### src/rtl/ccd_timing_pkg.sv
package ccd_timing_pkg;
  parameter int POS_W = 4;
  parameter int LEN_W = 8;
  parameter int BLK_W = 8;

  typedef enum logic [2:0] {
    ST_IDLE       = 3'd0,
    ST_GUARD_PRE  = 3'd1,
    ST_XFER       = 3'd2,
    ST_GUARD_POST = 3'd3,
    ST_PIXEL      = 3'd4
  } line_state_e;

  typedef struct packed {
    logic             evenodd;
    logic [LEN_W-1:0] guard;
    logic [LEN_W-1:0] xfer_len;
    logic [POS_W-1:0] rst_pos;
    logic [POS_W-1:0] rst_len;
    logic [POS_W-1:0] ref_pos;
    logic [POS_W-1:0] sig_pos;
    logic [BLK_W-1:0] black_cnt;
  } line_cfg_t;
endpackage

### src/rtl/ccd_edge_detect.sv
module ccd_edge_detect (
  input  logic clk,
  input  logic rst_n,
  input  logic line_en,
  output logic line_start,
  output logic line_stop
);
  logic en_q;

  always_ff @(posedge clk or negedge rst_n) begin
    if (!rst_n) en_q <= 1'b0;
    else        en_q <= line_en;
  end

  assign line_start = line_en & ~en_q;
  assign line_stop  = ~line_en;
endmodule

### src/rtl/ccd_line_seq.sv
module ccd_line_seq
  import ccd_timing_pkg::*;
#(
  parameter int STD_PERIOD = 8,
  parameter int EO_PERIOD  = 16,
  parameter int CNT_W      = 8
) (
  input  logic        clk,
  input  logic        rst_n,
  input  logic        line_start,
  input  logic        line_stop,
  input  line_cfg_t   cfg_live,
  output line_state_e state_d,
  output logic [CNT_W-1:0] cnt_d,
  output logic [BLK_W-1:0] pix_d,
  output line_cfg_t   cfg_d
);
  localparam logic [BLK_W-1:0] PIX_MAX = {BLK_W{1'b1}};
  localparam logic [CNT_W-1:0] STD_LAST = CNT_W'(STD_PERIOD - 1);
  localparam logic [CNT_W-1:0] EO_LAST  = CNT_W'(EO_PERIOD - 1);

  line_state_e      state_q;
  logic [CNT_W-1:0] cnt_q;
  logic [BLK_W-1:0] pix_q;
  line_cfg_t        cfg_q;

  logic [LEN_W-1:0] guard_eff;
  logic [LEN_W-1:0] xfer_eff;
  logic [CNT_W-1:0] pix_last;

  assign guard_eff = (cfg_q.guard == '0) ? LEN_W'(1) : cfg_q.guard;
  assign xfer_eff  = (cfg_q.xfer_len == '0) ? LEN_W'(1) : cfg_q.xfer_len;
  assign pix_last  = cfg_q.evenodd ? EO_LAST : STD_LAST;

  always_comb begin
    state_d = state_q;
    cnt_d   = cnt_q;
    pix_d   = pix_q;
    cfg_d   = cfg_q;
    if (line_stop) begin
      state_d = ST_IDLE;
      cnt_d   = '0;
      pix_d   = '0;
    end else if (line_start) begin
      state_d = ST_GUARD_PRE;
      cnt_d   = '0;
      pix_d   = '0;
      cfg_d   = cfg_live;
    end else begin
      unique case (state_q)
        ST_GUARD_PRE: begin
          if (LEN_W'(cnt_q) >= guard_eff - LEN_W'(1)) begin
            state_d = ST_XFER;
            cnt_d   = '0;
          end else cnt_d = cnt_q + CNT_W'(1);
        end
        ST_XFER: begin
          if (LEN_W'(cnt_q) >= xfer_eff - LEN_W'(1)) begin
            state_d = ST_GUARD_POST;
            cnt_d   = '0;
          end else cnt_d = cnt_q + CNT_W'(1);
        end
        ST_GUARD_POST: begin
          if (LEN_W'(cnt_q) >= guard_eff - LEN_W'(1)) begin
            state_d = ST_PIXEL;
            cnt_d   = '0;
            pix_d   = '0;
          end else cnt_d = cnt_q + CNT_W'(1);
        end
        ST_PIXEL: begin
          if (cnt_q >= pix_last) begin
            cnt_d = '0;
            if (pix_q != PIX_MAX) pix_d = pix_q + BLK_W'(1);
          end else cnt_d = cnt_q + CNT_W'(1);
        end
        default: begin
          state_d = ST_IDLE;
          cnt_d   = '0;
        end
      endcase
    end
  end

  always_ff @(posedge clk or negedge rst_n) begin
    if (!rst_n) begin
      state_q <= ST_IDLE;
      cnt_q   <= '0;
      pix_q   <= '0;
      cfg_q   <= '0;
    end else begin
      state_q <= state_d;
      cnt_q   <= cnt_d;
      pix_q   <= pix_d;
      cfg_q   <= cfg_d;
    end
  end

  // the pixel-phase counter never leaves the period of the captured mode
  assert_cnt_in_period_R4: assert property (@(posedge clk) disable iff (!rst_n)
    (state_q == ST_PIXEL) |-> (cnt_q <= pix_last));

  // the transfer state is only entered from the first guard interval
  assert_xfer_after_guard_R2: assert property (@(posedge clk) disable iff (!rst_n)
    (state_q == ST_XFER && $past(state_q) != ST_XFER) |->
      ($past(state_q) == ST_GUARD_PRE));

  // captured settings only move at a line start
  assert_cfg_hold_R9: assert property (@(posedge clk) disable iff (!rst_n)
    (state_q != ST_IDLE && !line_start) |=> $stable(cfg_q));
endmodule

### src/rtl/ccd_pulse_decode.sv
module ccd_pulse_decode
  import ccd_timing_pkg::*;
#(
  parameter int STD_PERIOD = 8,
  parameter int EO_PERIOD  = 16,
  parameter int CNT_W      = 8
) (
  input  logic        clk,
  input  logic        rst_n,
  input  line_state_e state_d,
  input  logic [CNT_W-1:0] cnt_d,
  input  logic [BLK_W-1:0] pix_d,
  input  line_cfg_t   cfg_d,
  output logic        phi1,
  output logic        phi2,
  output logic        xfer,
  output logic        rst_pulse,
  output logic        samp_ref,
  output logic        samp_sig,
  output logic        clamp
);
  localparam int OFF_W = CNT_W + 1;
  localparam logic [CNT_W-1:0] STD_HALF = CNT_W'(STD_PERIOD / 2);
  localparam logic [CNT_W-1:0] EO_HALF  = CNT_W'(EO_PERIOD / 2);

  logic [CNT_W-1:0] half;
  logic [CNT_W-1:0] off_std;
  logic [CNT_W-1:0] off_eo;
  logic [CNT_W-1:0] off;
  logic [OFF_W-1:0] rst_end;
  logic             in_pix;

  logic phi1_n, phi2_n, xfer_n, rst_n_d, ref_n, sig_n, clamp_n;

  assign half    = cfg_d.evenodd ? EO_HALF : STD_HALF;
  assign off_std = (cnt_d >= STD_HALF) ? cnt_d - STD_HALF : cnt_d + STD_HALF;
  assign off_eo  = (cnt_d >= EO_HALF) ? cnt_d - EO_HALF : cnt_d;
  assign off     = cfg_d.evenodd ? off_eo : off_std;
  assign rst_end = OFF_W'(cfg_d.rst_pos) + OFF_W'(cfg_d.rst_len);
  assign in_pix  = (state_d == ST_PIXEL);

  always_comb begin
    phi1_n  = 1'b1;
    xfer_n  = 1'b0;
    rst_n_d = 1'b0;
    ref_n   = 1'b0;
    sig_n   = 1'b0;
    clamp_n = 1'b0;
    if (state_d == ST_XFER) xfer_n = 1'b1;
    if (in_pix) begin
      phi1_n  = (cnt_d < half);
      rst_n_d = (off >= CNT_W'(cfg_d.rst_pos)) && (OFF_W'(off) < rst_end);
      ref_n   = (off == CNT_W'(cfg_d.ref_pos));
      sig_n   = (off == CNT_W'(cfg_d.sig_pos));
      clamp_n = ref_n && (pix_d < cfg_d.black_cnt);
    end
    phi2_n = ~phi1_n;
  end

  always_ff @(posedge clk or negedge rst_n) begin
    if (!rst_n) begin
      phi1      <= 1'b1;
      phi2      <= 1'b0;
      xfer      <= 1'b0;
      rst_pulse <= 1'b0;
      samp_ref  <= 1'b0;
      samp_sig  <= 1'b0;
      clamp     <= 1'b0;
    end else begin
      phi1      <= phi1_n;
      phi2      <= phi2_n;
      xfer      <= xfer_n;
      rst_pulse <= rst_n_d;
      samp_ref  <= ref_n;
      samp_sig  <= sig_n;
      clamp     <= clamp_n;
    end
  end

  assert_phase_compl_R4: assert property (@(posedge clk) disable iff (!rst_n)
    phi1 != phi2);

  assert_xfer_guarded_R2: assert property (@(posedge clk) disable iff (!rst_n)
    xfer |-> (phi1 && !rst_pulse && !samp_ref && !samp_sig));

  assert_clamp_on_ref_R8: assert property (@(posedge clk) disable iff (!rst_n)
    clamp |-> samp_ref);
endmodule

### src/rtl/ccd_timing_gen.sv
module ccd_timing_gen
  import ccd_timing_pkg::*;
#(
  parameter int STD_PERIOD = 8,
  parameter int EO_PERIOD  = 16
) (
  input  logic             clk,
  input  logic             rst_n,
  input  logic             line_en,
  input  logic             cfg_evenodd,
  input  logic [LEN_W-1:0] cfg_guard,
  input  logic [LEN_W-1:0] cfg_xfer_len,
  input  logic [POS_W-1:0] cfg_rst_pos,
  input  logic [POS_W-1:0] cfg_rst_len,
  input  logic [POS_W-1:0] cfg_ref_pos,
  input  logic [POS_W-1:0] cfg_sig_pos,
  input  logic [BLK_W-1:0] cfg_black_cnt,
  output logic             phi1,
  output logic             phi2,
  output logic             xfer,
  output logic             rst_pulse,
  output logic             samp_ref,
  output logic             samp_sig,
  output logic             clamp
);
  localparam int CNT_W = (LEN_W > $clog2(EO_PERIOD) + 1) ? LEN_W : $clog2(EO_PERIOD) + 1;

  logic             line_start, line_stop;
  line_cfg_t        cfg_live;
  line_cfg_t        cfg_d;
  line_state_e      state_d;
  logic [CNT_W-1:0] cnt_d;
  logic [BLK_W-1:0] pix_d;

  assign cfg_live = '{evenodd:   cfg_evenodd,
                      guard:     cfg_guard,
                      xfer_len:  cfg_xfer_len,
                      rst_pos:   cfg_rst_pos,
                      rst_len:   cfg_rst_len,
                      ref_pos:   cfg_ref_pos,
                      sig_pos:   cfg_sig_pos,
                      black_cnt: cfg_black_cnt};

  ccd_edge_detect u_edge (
    .clk(clk), .rst_n(rst_n), .line_en(line_en),
    .line_start(line_start), .line_stop(line_stop)
  );

  ccd_line_seq #(.STD_PERIOD(STD_PERIOD), .EO_PERIOD(EO_PERIOD), .CNT_W(CNT_W)) u_seq (
    .clk(clk), .rst_n(rst_n), .line_start(line_start), .line_stop(line_stop),
    .cfg_live(cfg_live), .state_d(state_d), .cnt_d(cnt_d), .pix_d(pix_d), .cfg_d(cfg_d)
  );

  ccd_pulse_decode #(.STD_PERIOD(STD_PERIOD), .EO_PERIOD(EO_PERIOD), .CNT_W(CNT_W)) u_dec (
    .clk(clk), .rst_n(rst_n), .state_d(state_d), .cnt_d(cnt_d), .pix_d(pix_d),
    .cfg_d(cfg_d), .phi1(phi1), .phi2(phi2), .xfer(xfer), .rst_pulse(rst_pulse),
    .samp_ref(samp_ref), .samp_sig(samp_sig), .clamp(clamp)
  );

  // a low line enable returns every output to idle one cycle later
  assert_stop_idle_R3: assert property (@(posedge clk) disable iff (!rst_n)
    !line_en |=> (phi1 && !phi2 && !xfer && !rst_pulse && !samp_ref && !samp_sig && !clamp));

  // the cycle after a line start is guard time with no transfer pulse
  assert_start_guard_R2: assert property (@(posedge clk) disable iff (!rst_n)
    line_start |=> (phi1 && !xfer));
endmodule

### config.mk
export PLATFORM = sky130hd
export DESIGN_NAME = ccd_timing_gen
export DESIGN_NICKNAME = d
export VERILOG_FILES = /design/src/rtl/ccd_timing_pkg.sv /design/src/rtl/ccd_edge_detect.sv /design/src/rtl/ccd_line_seq.sv /design/src/rtl/ccd_pulse_decode.sv /design/src/rtl/ccd_timing_gen.sv
export SDC_FILE = /design/constraint.sdc
export NUM_CORES = 1
export LEC_CHECK = 0
export BUFFER_PORTS_ARGS = -buffer_cell sky130_fd_sc_hd__buf_2
export CAP_MARGIN = 20
export CORE_MARGIN = 4
export CORE_UTILIZATION = 40
export CTS_BUF_LIST = sky130_fd_sc_hd__clkbuf_4 sky130_fd_sc_hd__clkbuf_8
export DETAILED_ROUTE_END_ITERATION = 10
export SLEW_MARGIN = 20
export SYNTH_ARGS = -nofsm -noshare
export SYNTH_HDL_FRONTEND = slang
export SYNTH_HIERARCHICAL = 1
export SYNTH_SLANG_ARGS = --single-unit
### constraint.sdc
create_clock -name clk -period 6.5 [get_ports clk]
set_input_delay 0.65 -clock clk [delete_from_list [all_inputs] [get_ports clk]]
set_output_delay 0.65 -clock clk [all_outputs]
set_load 0.02 [all_outputs]
== Word-level counts from Yosys, hierarchy flattened ==
Cells that the tools add are included.

* Logic and storage cells: 87
* Bits in registers: 68
* Bits of input ports: 44

* Bitwise logic cells: 3
* Equal/unequal tests: 9
* Reductions and logical operators: 6
* $add $sub $neg: 8
* Mux-type cells: 33
* Magnitude comparators: 9

{| class="wikitable"
|+ Operators with widths
! operator !! count
|-
| $mux W8 || 15
|-
| $mux W41 || 2
|-
| $ge A8 B8 Y1 || 3
|-
| $pmux W8 S3 || 1
|-
| $add A8 B1 Y8 const B || 2
|-
| $eq A8 B4 Y1 || 2
|-
| $logic_not A8 Y1 || 2
|-
| $lt A8 B8 Y1 || 2
|-
| $pmux W8 S2 || 1
|-
| $sub A8 B1 Y8 const B || 2
|-
| $mux W3 || 5
|-
| $pmux W3 S4 || 1
|-
| $eq A3 B2 Y1 const B || 3
|-
| $lt A8 B9 Y1 || 1
|-
| $add A8 B3 Y8 const B || 1
|-
| $ge A8 B3 Y1 const B || 1
|-
| $ge A8 B4 Y1 || 1
|-
| $ge A8 B4 Y1 const B || 1
|-
| $mux W4 || 2
|-
| $ne A8 B8 Y1 const B || 1
|-
| $sub A8 B3 Y8 const B || 1
|-
| $sub A8 B4 Y8 const B || 1
|-
| $eq A3 B3 Y1 const B || 2
|-
| $mux W1 || 6
|-
| other kinds (7) || 9
|}

== Logic depth before layout (Yosys ltp) ==
Gate-level depths: netlist of the first run.

* Word-level depth: 14
* Depth in mapped cells: 22
* Depth with buffers taken out: 22

== Cells and area by module ==
Netlist of the first run, hierarchy kept.

{| class="wikitable"
|+ Modules (own cells, without submodules)
! module !! area an instance (um2) !! seq. area each (um2) !! times used !! cells each
|-
| ccd_line_seq || 3280.6 || 1501.4 || 1 || 309
|-
| ccd_pulse_decode || 1255.0 || 176.4 || 1 || 140
|-
| ccd_edge_detect || 42.5 || 25.0 || 1 || 3
|}

== Worst setup path before layout of the first run ==
OpenSTA, ideal clock, no wires.

* Path kind: register to register
* From: register u_seq/cfg_q[34] (netlist name)
* To: register u_dec.rst_pulse
* Clock period less this slack: 5614 ps
* Cell stages (with the launch flop): 19
* Buffers on the path: 0
* Data required time: 6378 ps
* Slack: 886 ps
* Arrival time: 5492 ps
* Cell sequence: dfrtp_1 -> nor4_1 -> a31oi_1 -> ha_1 -> xnor2_1 -> ha_1 -> a211oi_1 -> o21ai_0 -> a211oi_1 -> a32oi_1 -> o22ai_1 -> inv_1 -> ha_1 -> nor3b_1 -> o31a_1 -> o31ai_2 -> ha_1 -> a21o_1 -> a2111oi_1

* Cells in the longest elaborated chain, start to end: 14

{| class="wikitable"
|+ RTL lines
! item !! RTL line !! source
|-
| from (decl) || ccd_line_seq.sv:25 || <nowiki>line_cfg_t cfg_q;</nowiki>
|-
| from (signal assigned) || ccd_line_seq.sv:94 || <nowiki>cfg_q <= cfg_d;</nowiki>
|-
| $logic_not A8 Y1 || ccd_line_seq.sv:31 || <nowiki>assign guard_eff = (cfg_q.guard == '0) ? LEN_W'(1) : cfg_q.guard;</nowiki>
|-
| $mux W8 * || ccd_line_seq.sv:31 ||
|-
| $sub A8 B1 Y8 * || ccd_line_seq.sv:52, ccd_line_seq.sv:64 ||
|-
| $ge A8 B8 Y1 * || ccd_line_seq.sv:52, ccd_line_seq.sv:64 ||
|-
| $mux W8 * || ccd_line_seq.sv:52, ccd_line_seq.sv:64 ||
|-
| $pmux W8 S3 * || ccd_line_seq.sv:50 || <nowiki>unique case (state_q)</nowiki>
|-
| $mux W8 * || ccd_line_seq.sv:44 || <nowiki>end else if (line_start) begin</nowiki>
|-
| $mux W8 * || ccd_line_seq.sv:40 || <nowiki>if (line_stop) begin</nowiki>
|-
| named net cnt_d[3] || ccd_timing_gen.sv:32 || <nowiki>logic [CNT_W-1:0] cnt_d;</nowiki>
|-
| $add A8 B3 Y8, or another cell as far along || ccd_pulse_decode.sv:36 || <nowiki>assign off_std = (cnt_d >= STD_HALF) ? cnt_d - STD_HALF : cnt_d + STD_HALF;</nowiki>
|-
| $mux W8, on equally long branches || ccd_pulse_decode.sv:36, ccd_pulse_decode.sv:37 ||
|-
| $mux W8 * || ccd_pulse_decode.sv:38 || <nowiki>assign off = cfg_d.evenodd ? off_eo : off_std;</nowiki>
|-
| $lt A8 B9 Y1 or $ge A8 B4 Y1 (tied branches) || ccd_pulse_decode.sv:52 || <nowiki>rst_n_d = (off >= CNT_W'(cfg_d.rst_pos)) && (OFF_W'(off) < rst_end);</nowiki>
|-
| $logic_and A1 B1 Y1 * || ccd_pulse_decode.sv:52 ||
|-
| $mux W1 * || ccd_pulse_decode.sv:50 || <nowiki>if (in_pix) begin</nowiki>
|-
| named net u_dec.rst_n_d || ccd_pulse_decode.sv:33 || <nowiki>logic phi1_n, phi2_n, xfer_n, rst_n_d, ref_n, sig_n, clamp_n;</nowiki>
|-
| to (signal assigned) || ccd_pulse_decode.sv:73 || <nowiki>rst_pulse <= rst_n_d;</nowiki>
|-
| to (decl) || ccd_pulse_decode.sv:17 || <nowiki>output logic rst_pulse,</nowiki>
|}

The timed path passes the listed nets; every way through them passes the cells marked *.
A chain may end at the register's enable or synchronous reset.

== Final worst setup path of the first run ==
* From: register u_seq/cfg_q[26] (netlist name)
* To: register u_dec.rst_pulse

* Cells in the longest elaborated chain, start to end: 14

{| class="wikitable"
|+ RTL lines
! item !! RTL line !! source
|-
| $logic_not A8 Y1 || ccd_line_seq.sv:32 || <nowiki>assign xfer_eff = (cfg_q.xfer_len == '0) ? LEN_W'(1) : cfg_q.xfer_len;</nowiki>
|-
| $mux W8 * || ccd_line_seq.sv:32 ||
|-
| $sub A8 B1 Y8 * || ccd_line_seq.sv:58 || <nowiki>if (LEN_W'(cnt_q) >= xfer_eff - LEN_W'(1)) begin</nowiki>
|-
| $ge A8 B8 Y1 * || ccd_line_seq.sv:58 ||
|-
| $mux W8 * || ccd_line_seq.sv:58 ||
|-
| $pmux W8 S3 * || ccd_line_seq.sv:50 ||
|-
| $mux W8 * || ccd_line_seq.sv:44 ||
|-
| $mux W8 * || ccd_line_seq.sv:40 ||
|-
| named net cnt_d[3] || ccd_timing_gen.sv:32 ||
|-
| $add A8 B3 Y8, or another cell as far along || ccd_pulse_decode.sv:36 ||
|-
| $mux W8, on equally long branches || ccd_pulse_decode.sv:36, ccd_pulse_decode.sv:37 ||
|-
| $mux W8 * || ccd_pulse_decode.sv:38 ||
|-
| $lt A8 B9 Y1 or $ge A8 B4 Y1 (tied branches) || ccd_pulse_decode.sv:52 ||
|-
| $logic_and A1 B1 Y1 * || ccd_pulse_decode.sv:52 ||
|-
| $mux W1 * || ccd_pulse_decode.sv:50 ||
|-
| named net u_dec.rst_n_d || ccd_pulse_decode.sv:33 ||
|}

Marked as above.

==> flow_summary.rst, run 1 <==
.. list-table::
   :header-rows: 1

   * - Metric
     - Value
   * - Lkg Pwr
     - 2.43 nW
   * - Total standard cell area after synthesis
     - 4580 µm²
   * - Power density over cell area
     - 226 nW/µm²
   * - DRC errors left
     - 0
   * - Area inside the core boundary
     - 11000 µm²
   * - Number of iterations in the first detailed-routing pass
     - 4
   * - Compound-cell area share of the yosys netlist
     - 0.156
   * - Adder-cell area share of the yosys netlist
     - 0.138
   * - Die Y-Extent
     - 115 µm
   * - GRT Util Overall
     - 0.167
   * - Final #Nets
     - 606
   * - Most used flip-flop cell after synthesis
     - dfrtp_1
   * - Number of vias per cell after detailed routing
     - 5.53
   * - Clock Skews
     - 0.0115 ns
   * - VDD IR max
     - 208 µV
   * - Required arrival time at the worst endpoint
     - 6.73 ns
   * - Final design utilization
     - 0.476
   * - Fraction of the mapped netlist area in simple logic gates
     - 0.153
   * - Maximum number of pins on one net before global-route repair
     - 69
   * - Clock sink count
     - 68
   * - Number of max-cap violations
     - 0
   * - Result of the run
     - finished clean
   * - DP Area
     - 5030 µm²
   * - Proportion of register bits with asynchronous set or reset after synthesis
     - 1.00
   * - Detail-routed net length per standard cell
     - 15.6 µm
   * - Share of Yosys cell area claimed by the top area cell type
     - 0.366
   * - Endpoint class of the critical path
     - flop
   * - Cell Count Post-Placement
     - 641
   * - Share of layout cells above drive strength 1
     - 0.251
   * - Number of hold-repair buffers added at the cts stage
     - 0
   * - Starting Density
     - 0.415
   * - Via count
     - 3632
   * - Fill cells
     - 1063
   * - Setup-violating endpoint count in the final report
     - 0
   * - Total negative slack for setup checks
     - 0 ns
   * - Worst Setup Slack post-DPL
     - 0.581 ns
   * - Ports
     - 51
   * - Post-CTS Resized
     - 0
   * - Root buffer cell
     - clkbuf_8
   * - Most frequent cell after synthesis
     - dfrtp_1
   * - Number of antenna violations at the first check in global routing
     - 0
   * - Highest clock frequency the design can meet
     - 0.168 GHz
   * - Kind of launch point of the worst setup path
     - flop
   * - Actual transition at the worst max-transition pin
     - 0.873 ns
   * - I/O Buffers
     - 50
   * - Total wire length after detailed routing
     - 10.2 mm
   * - Design area
     - 5250 µm²
   * - Weighted congestion at the end of routability-driven global placement
     - 0.913
   * - Period utilisation layout
     - 0.917
   * - RSZ-0062 raised after global routing
     - false
   * - FF+latch count, synth
     - 68
   * - Number of unique standard cell types used by synthesis
     - 63
   * - Largest fanout of any net on the critical path
     - 10
   * - Classification of the worst-slack hold path
     - in2reg
   * - Syn avg cell area
     - 10.1 µm²
   * - Rows
     - 38
   * - Diode insertion count for antenna repair
     - 0
   * - Xor and xnor area share after synthesis
     - 0.0459
   * - Area growth from synthesis to layout
     - 14.6%
   * - Crit path kind
     - reg2reg
   * - Max Transition Viols Final
     - 0
   * - Biggest area contributors in the synthesized netlist
     - dfrtp_1 (37%), ha_1 (13%), mux2_2 (9.3%)
   * - Largest area contributor in the netlist
     - dfrtp_1
   * - Number of clock buffers inserted by TritonCTS
     - 9
   * - Time the final worst path needs with I/O delays and setup
     - 5.96 ns
   * - Count of placed standard cells in the final layout, fillers left out
     - 657
   * - Worst rel slew slack
     - 0.417
   * - Top cells by instance count after synthesis
     - dfrtp_1 (67), ha_1 (49), mux2_2 (38)
   * - CTS tree
     - yes
   * - HPWL after detailed placement
     - 7.61 mm
   * - Number of enable flip-flop cells after synthesis
     - 0
   * - GRT Residual Overflow
     - 0
   * - Clock transition at the register clock pins on the worst setup and hold paths after CTS
     - 0.07 ns
   * - Synthesized Nets
     - 546
   * - Final critical-path setup slack
     - 0.538 ns
   * - Die Footprint
     - 13200 µm²
   * - Ys Warns
     - 6
   * - Insertion delay to the later sink of the worst-skew pair
     - 0.35 ns
   * - Die X
     - 115 µm
   * - Buffer depth of the longest clock path
     - 2
   * - Sequential fraction of the synthesis area
     - 0.372
   * - Vias in the first global route
     - 3653
   * - Cells after synthesis
     - 452
   * - Multiplexer fraction of the synthesized cell area
     - 0.0978
   * - Post-route antenna net violation count
     - 0
   * - Worst hold slack across all endpoints
     - 0.436 ns
   * - Wire length of the first global-routing pass
     - 17.6 mm
   * - CTS H-tree depth
     - 3
   * - Post-route total power
     - 1.18 mW
   * - DRC marker count from the first detailed-route iteration
     - 293
   * - Combinational family with the most area after synthesis
     - compound AO/OA/AOI/OAI gates
   * - Postcts setup bufs
     - 0
   * - Hold Vio Cnt, Final
     - 0
   * - Data arrival, critical path
     - 6.20 ns
[power by group]
part	switching (mW)	total (mW)	internal, mW
sequential	0.0323	0.503	0.471
clock	0.160	0.389	0.229
combinational	0.147	0.291	0.144
total	0.340	1.18	0.844
[metal layers]
metal / global-route usage / share of wire / vias to the layer above
met5: 0 / 0 / -
met4: 0.0603 / 0.016 / 0
met3: 0.0474 / 0.058 / 15
met2: 0.258 / 0.45 / 97
met1: 0.225 / 0.48 / 1735
li1: - / - / 1785
[critical path, stage by stage, from the launching register on]
cell	delay, ns
dfrtp_1	0.44
or4_1	0.57
or3_1	0.35
nor2_1	0.14
nor2_1	0.08
ha_1	0.22
inv_1	0.06
nor2_1	0.05
xnor2_1	0.13
ha_1	0.30
a21oi_1	0.07
o221a_2	0.28
nor2_1	0.40
o22ai_1	0.13
buf_4	0.21
inv_1	0.19
ha_1	0.18
nor3b_1	0.67
nor4_1	0.13
o31ai_2	0.42
ha_1	0.30
a21o_1	0.15
a2111oi_1	0.37
[logic make-up (layout without fill, tap and decap cells)]
logic type / Yosys count / after routing
buffers and inverters: 43 / 108
AND/OR/NAND/NOR: 134 / 134
adder cells (fa/ha/maj): 50 / 50
AO/OA/AOI/OAI: 93 / 93
flip-flops: 68 / 68
multiplexers: 40 / 40
XOR/XNOR: 24 / 24
[state kept, by name, summed over array words and instances, names as in the netlist]
register,flops
u_dec/xfer,1
u_seq/cnt_q,8
u_seq/state_q,3
u_seq/pix_q,8
u_dec/phi2,1
u_dec/clamp,1
u_dec/phi1,1
u_seq/cfg_q,41
u_dec/samp_ref,1
u_dec/rst_pulse,1
u_edge/en_q,1
u_dec/samp_sig,1
[cell type report]
class                   count  area [µm²]  share of cell area
multi-input cells         341        2710               0.517
flip-flops and latches     68        1700               0.324
repair buffers             58         310              0.0591
well taps                 140         175              0.0334
clock buffers              11         145              0.0277
inverters                  34         128              0.0243
clock inverters             5        75.1              0.0143
[placed cells by master, fill, tap and decap left out, drive strengths merged, types with 3 or more instances in the layout]
cell     n
a211oi   8
a21o    10
a21oi   13
a31oi    5
and3     4
buf     58
clkbuf  11
clkinv   3
dfrtp   67
ha      49
inv     34
mux2    38
nand2   35
nand2b   6
nand3   13
nand4    4
nor2    28
nor2b    4
nor3    11
nor3b    3
nor4     8
o211ai   5
o21ai   12
o22ai    8
o311a    4
o311ai   3
o31ai    4
or3      8
or4      5
xnor2   11
xor2    13
[final timing paths]
check                                           from                        end  slack (ns)  cells past startpoint
min reg2reg                 u_seq/cfg_q[6]$_DFF_PN0_   u_seq/cfg_q[6]$_DFF_PN0_        0.50                      1
max reg2reg                u_seq/cfg_q[26]$_DFF_PN0_  u_dec/rst_pulse$_DFF_PN0_        0.54                     22
min                                          line_en      u_edge/en_q$_DFF_PN0_        0.44                      1
min in group asynchronous                      rst_n       u_dec/xfer$_DFF_PN0_        0.50                      2
max in group asynchronous                      rst_n   u_seq/cfg_q[4]$_DFF_PN0_        5.44                      2
max                        u_seq/cfg_q[26]$_DFF_PN0_  u_dec/rst_pulse$_DFF_PN0_        0.54                     22
Note: power is estimated with default switching activity, not from simulation.
==> inputs of run 2 (changes only) <==
==> constraint.sdc (replaced) <==
create_clock -name clk -period 5.05 [get_ports clk]
set_input_delay 0.7575 -clock clk [delete_from_list [all_inputs] [get_ports clk]]
set_output_delay 0.7575 -clock clk [all_outputs]
set_load 0.02 [all_outputs]
==> run 2 against run 1 <==
Against the previous run: design area up 7.8%; die area unchanged; first-iteration DRC count down 31%; via count up 2.0%; global-route usage about the same; worst setup slack worse by 0.48 ns; power up 37%.
==> flow_summary.rst, run 2 (same netlist as run 1, synthesis figures left out) <==
.. list-table::
   :header-rows: 1

   * - Metric
     - Value
   * - Area inside the core boundary
     - 11000 µm² (unchanged)
   * - Detail-routed net length per standard cell
     - 15.7 µm (was 15.6 µm)
   * - Required arrival time at the worst endpoint
     - 5.32 ns (was 6.73 ns)
   * - Max Transition Viols Final
     - 0 (unchanged)
   * - Via count
     - 3706 (was 3632)
   * - DP Area
     - 5160 µm² (was 5030 µm²)
   * - Die Footprint
     - 13200 µm² (unchanged)
   * - CTS tree
     - yes (unchanged)
   * - Ports
     - 51 (unchanged)
   * - Number of antenna violations at the first check in global routing
     - 0 (unchanged)
   * - Final design utilization
     - 0.513 (was 0.476)
   * - GRT Residual Overflow
     - 0 (unchanged)
   * - Setup-violating endpoint count in the final report
     - 0 (unchanged)
   * - Hold Vio Cnt, Final
     - 0 (unchanged)
   * - Period utilisation layout
     - 0.989 (was 0.917)
   * - Power density over cell area
     - 288 nW/µm² (was 226 nW/µm²)
   * - Time the final worst path needs with I/O delays and setup
     - 4.99 ns (was 5.96 ns)
   * - Lkg Pwr
     - 2.57 nW (was 2.43 nW)
   * - Post-route antenna net violation count
     - 0 (unchanged)
   * - Final critical-path setup slack
     - 0.0567 ns (was 0.538 ns)
   * - I/O Buffers
     - 50 (unchanged)
   * - Maximum number of pins on one net before global-route repair
     - 69 (unchanged)
   * - Vias in the first global route
     - 3769 (was 3653)
   * - Largest stage delay on the critical path
     - 0.61 ns (was 0.67 ns)
   * - Starting Density
     - 0.415 (unchanged)
   * - Design area
     - 5660 µm² (was 5250 µm²)
   * - Kind of launch point of the worst setup path
     - flop (unchanged)
   * - Worst rel slew slack
     - 0.432 (was 0.417)
   * - Cell Count Post-Placement
     - 651 (was 641)
   * - Biggest regs
     - u_seq/cfg_q: 41 flops, u_seq/cnt_q: 8 flops, u_seq/pix_q: 8 flops (unchanged)
   * - Buffers and inverters on the worst path
     - 2 (was 3)
   * - Crit path max-delay cell type
     - or4_4 (was nor3b_1)
   * - Number of vias per cell after detailed routing
     - 5.47 (was 5.53)
   * - Diode insertion count for antenna repair
     - 0 (unchanged)
   * - Family with the most delay on the worst path
     - simple AND/OR/NAND/NOR gates (unchanged)
   * - Clock sink count
     - 68 (unchanged)
   * - Count of placed standard cells in the final layout, fillers left out
     - 678 (was 657)
   * - CTS H-tree depth
     - 3 (unchanged)
   * - Wire length of the first global-routing pass
     - 17.7 mm (was 17.6 mm)
   * - Buffer depth of the longest clock path
     - 2 (unchanged)
   * - Classification of the worst-slack hold path
     - reg2reg (was in2reg)
   * - Register name with the most flops
     - u_seq/cfg_q (unchanged)
   * - Number of clock buffers inserted by TritonCTS
     - 9 (unchanged)
   * - Endpoint class of the critical path
     - flop (unchanged)
   * - Worst Setup Slack post-DPL
     - -0.0199 ns (was 0.581 ns)
   * - Final #Nets
     - 627 (was 606)
   * - Insertion delay to the later sink of the worst-skew pair
     - 0.37 ns (was 0.35 ns)
   * - Commonest non-fill, non-tap cells in the layout
     - dfrtp_1 (67), buf_2 (50), ha_1 (47) (was dfrtp_1 (67), buf_2 (50), ha_1 (49))
   * - RSZ-0062 raised after global routing
     - true (was false)
   * - Worst-path cell chain
     - or4_4, or3_4, nor2_4, nor2_2, ha_2, inv_2, nor2_1, xnor2_1, ha_1, a21oi_1, o221a_2, nor2_4, o22ai_2, or4_4, buf_4, o211ai_1, o31ai_4, ha_1, a21o_1, a2111oi_4 (was or4_1, or3_1, nor2_1, nor2_1, ha_1, inv_1, nor2_1, xnor2_1, ha_1, a21oi_1, o221a_2, nor2_1, o22ai_1, buf_4, inv_1, ha_1, nor3b_1, nor4_1, o31ai_2, ha_1, a21o_1, a2111oi_1)
   * - Root buffer cell
     - clkbuf_8 (unchanged)
   * - VDD IR max
     - 282 µV (was 208 µV)
   * - GRT Util Overall
     - 0.168 (was 0.167)
   * - Number of max-cap violations
     - 0 (unchanged)
   * - Weighted congestion at the end of routability-driven global placement
     - 0.908 (was 0.913)
   * - Die X
     - 115 µm (unchanged)
   * - Area growth from synthesis to layout
     - 23.6% (was 14.6%)
   * - Result of the run
     - finished clean (unchanged)
   * - Actual transition at the worst max-transition pin
     - 0.852 ns (was 0.873 ns)
   * - Clock Skews
     - 0.0121 ns (was 0.0115 ns)
   * - Number of iterations in the first detailed-routing pass
     - 5 (was 4)
   * - Most frequent standard cell in the layout excluding fill and tap cells
     - dfrtp_1 (unchanged)
   * - DRC errors left
     - 0 (unchanged)
   * - Highest clock frequency the design can meet
     - 0.200 GHz (was 0.168 GHz)
   * - Data arrival, critical path
     - 5.26 ns (was 6.20 ns)
   * - Share of layout cells above drive strength 1
     - 0.333 (was 0.251)
   * - Total wire length after detailed routing
     - 10.6 mm (was 10.2 mm)
   * - Die Y-Extent
     - 115 µm (unchanged)
   * - Crit path kind
     - reg2reg (unchanged)
   * - Rows
     - 38 (unchanged)
   * - HPWL after detailed placement
     - 7.74 mm (was 7.61 mm)
   * - Clock transition at the register clock pins on the worst setup and hold paths after CTS
     - 0.08 ns (was 0.07 ns)
   * - Number of flip-flops under the largest register name
     - 41 (unchanged)
   * - Largest fanout of any net on the critical path
     - 8 (was 10)
   * - DRC marker count from the first detailed-route iteration
     - 201 (was 293)
[run 2: final cells by class]
class,instances,area [µm²]
Multi-Input combinational cell,341,2920
Timing Repair Buffer,79,484
Clock inverter,6,111
Fill cell,1020,5370
Clock buffer,10,138
Sequential cell,68,1700
Tap cell,140,175
Inverter,34,128
[run 2: path summary, 6_finish.rpt]
path,from,depth (start not counted),slack (ns),end
setup / recovery,u_seq/cfg_q[26]$_DFF_PN0_,20,0.06,u_dec/rst_pulse$_DFF_PN0_
hold / removal,u_seq/cfg_q[1]$_DFF_PN0_,1,0.50,u_seq/cfg_q[1]$_DFF_PN0_
setup reg to reg,u_seq/cfg_q[26]$_DFF_PN0_,20,0.06,u_dec/rst_pulse$_DFF_PN0_
hold reg to reg,u_seq/cfg_q[1]$_DFF_PN0_,1,0.50,u_seq/cfg_q[1]$_DFF_PN0_
max in group asynchronous,rst_n,2,3.90,u_seq/cfg_q[21]$_DFF_PN0_
min in group asynchronous,rst_n,2,0.60,u_dec/phi2$_DFF_PN0_
[run 2: through the flow]
stage          hold WS, ns  total power, mW  setup TNS (ns)
3_3_place_gp         0.482             1.03               0
5_1_grt              0.507             1.74          -0.309
2_1_floorplan        0.462            0.934               0
4_1_cts              0.506             1.62               0
6_report             0.500             1.63               0
3_5_place_dp         0.489             1.05         -0.0199
[run 2: per-layer routing]
| layer | vias up | global-route usage | wire length (µm) |
|---|---|---|---|
| li1 | 1831 | - | - |
| met1 | 1758 | 0.212 | 4840 |
| met2 | 105 | 0.271 | 5070 |
| met3 | 12 | 0.0521 | 569 |
| met4 | 0 | 0.0595 | 153 |
| met5 | - | 0 | 0 |
[run 2: report_power, final]
group,leakage [nW],switching (mW),internal [mW]
logic,1.59,0.212,0.209
clock network,0.122,0.216,0.341
registers,0.857,0.0422,0.606
[run 2: repair_timing]
item / CTS / global route
setup endpoints to repair: 1 / 4
gates resized for setup: 1 / 31
pin swaps: 0 / 10
buffers inserted: 0 / 12
cloned: 0 / 0
hold buffers: 0 / 0
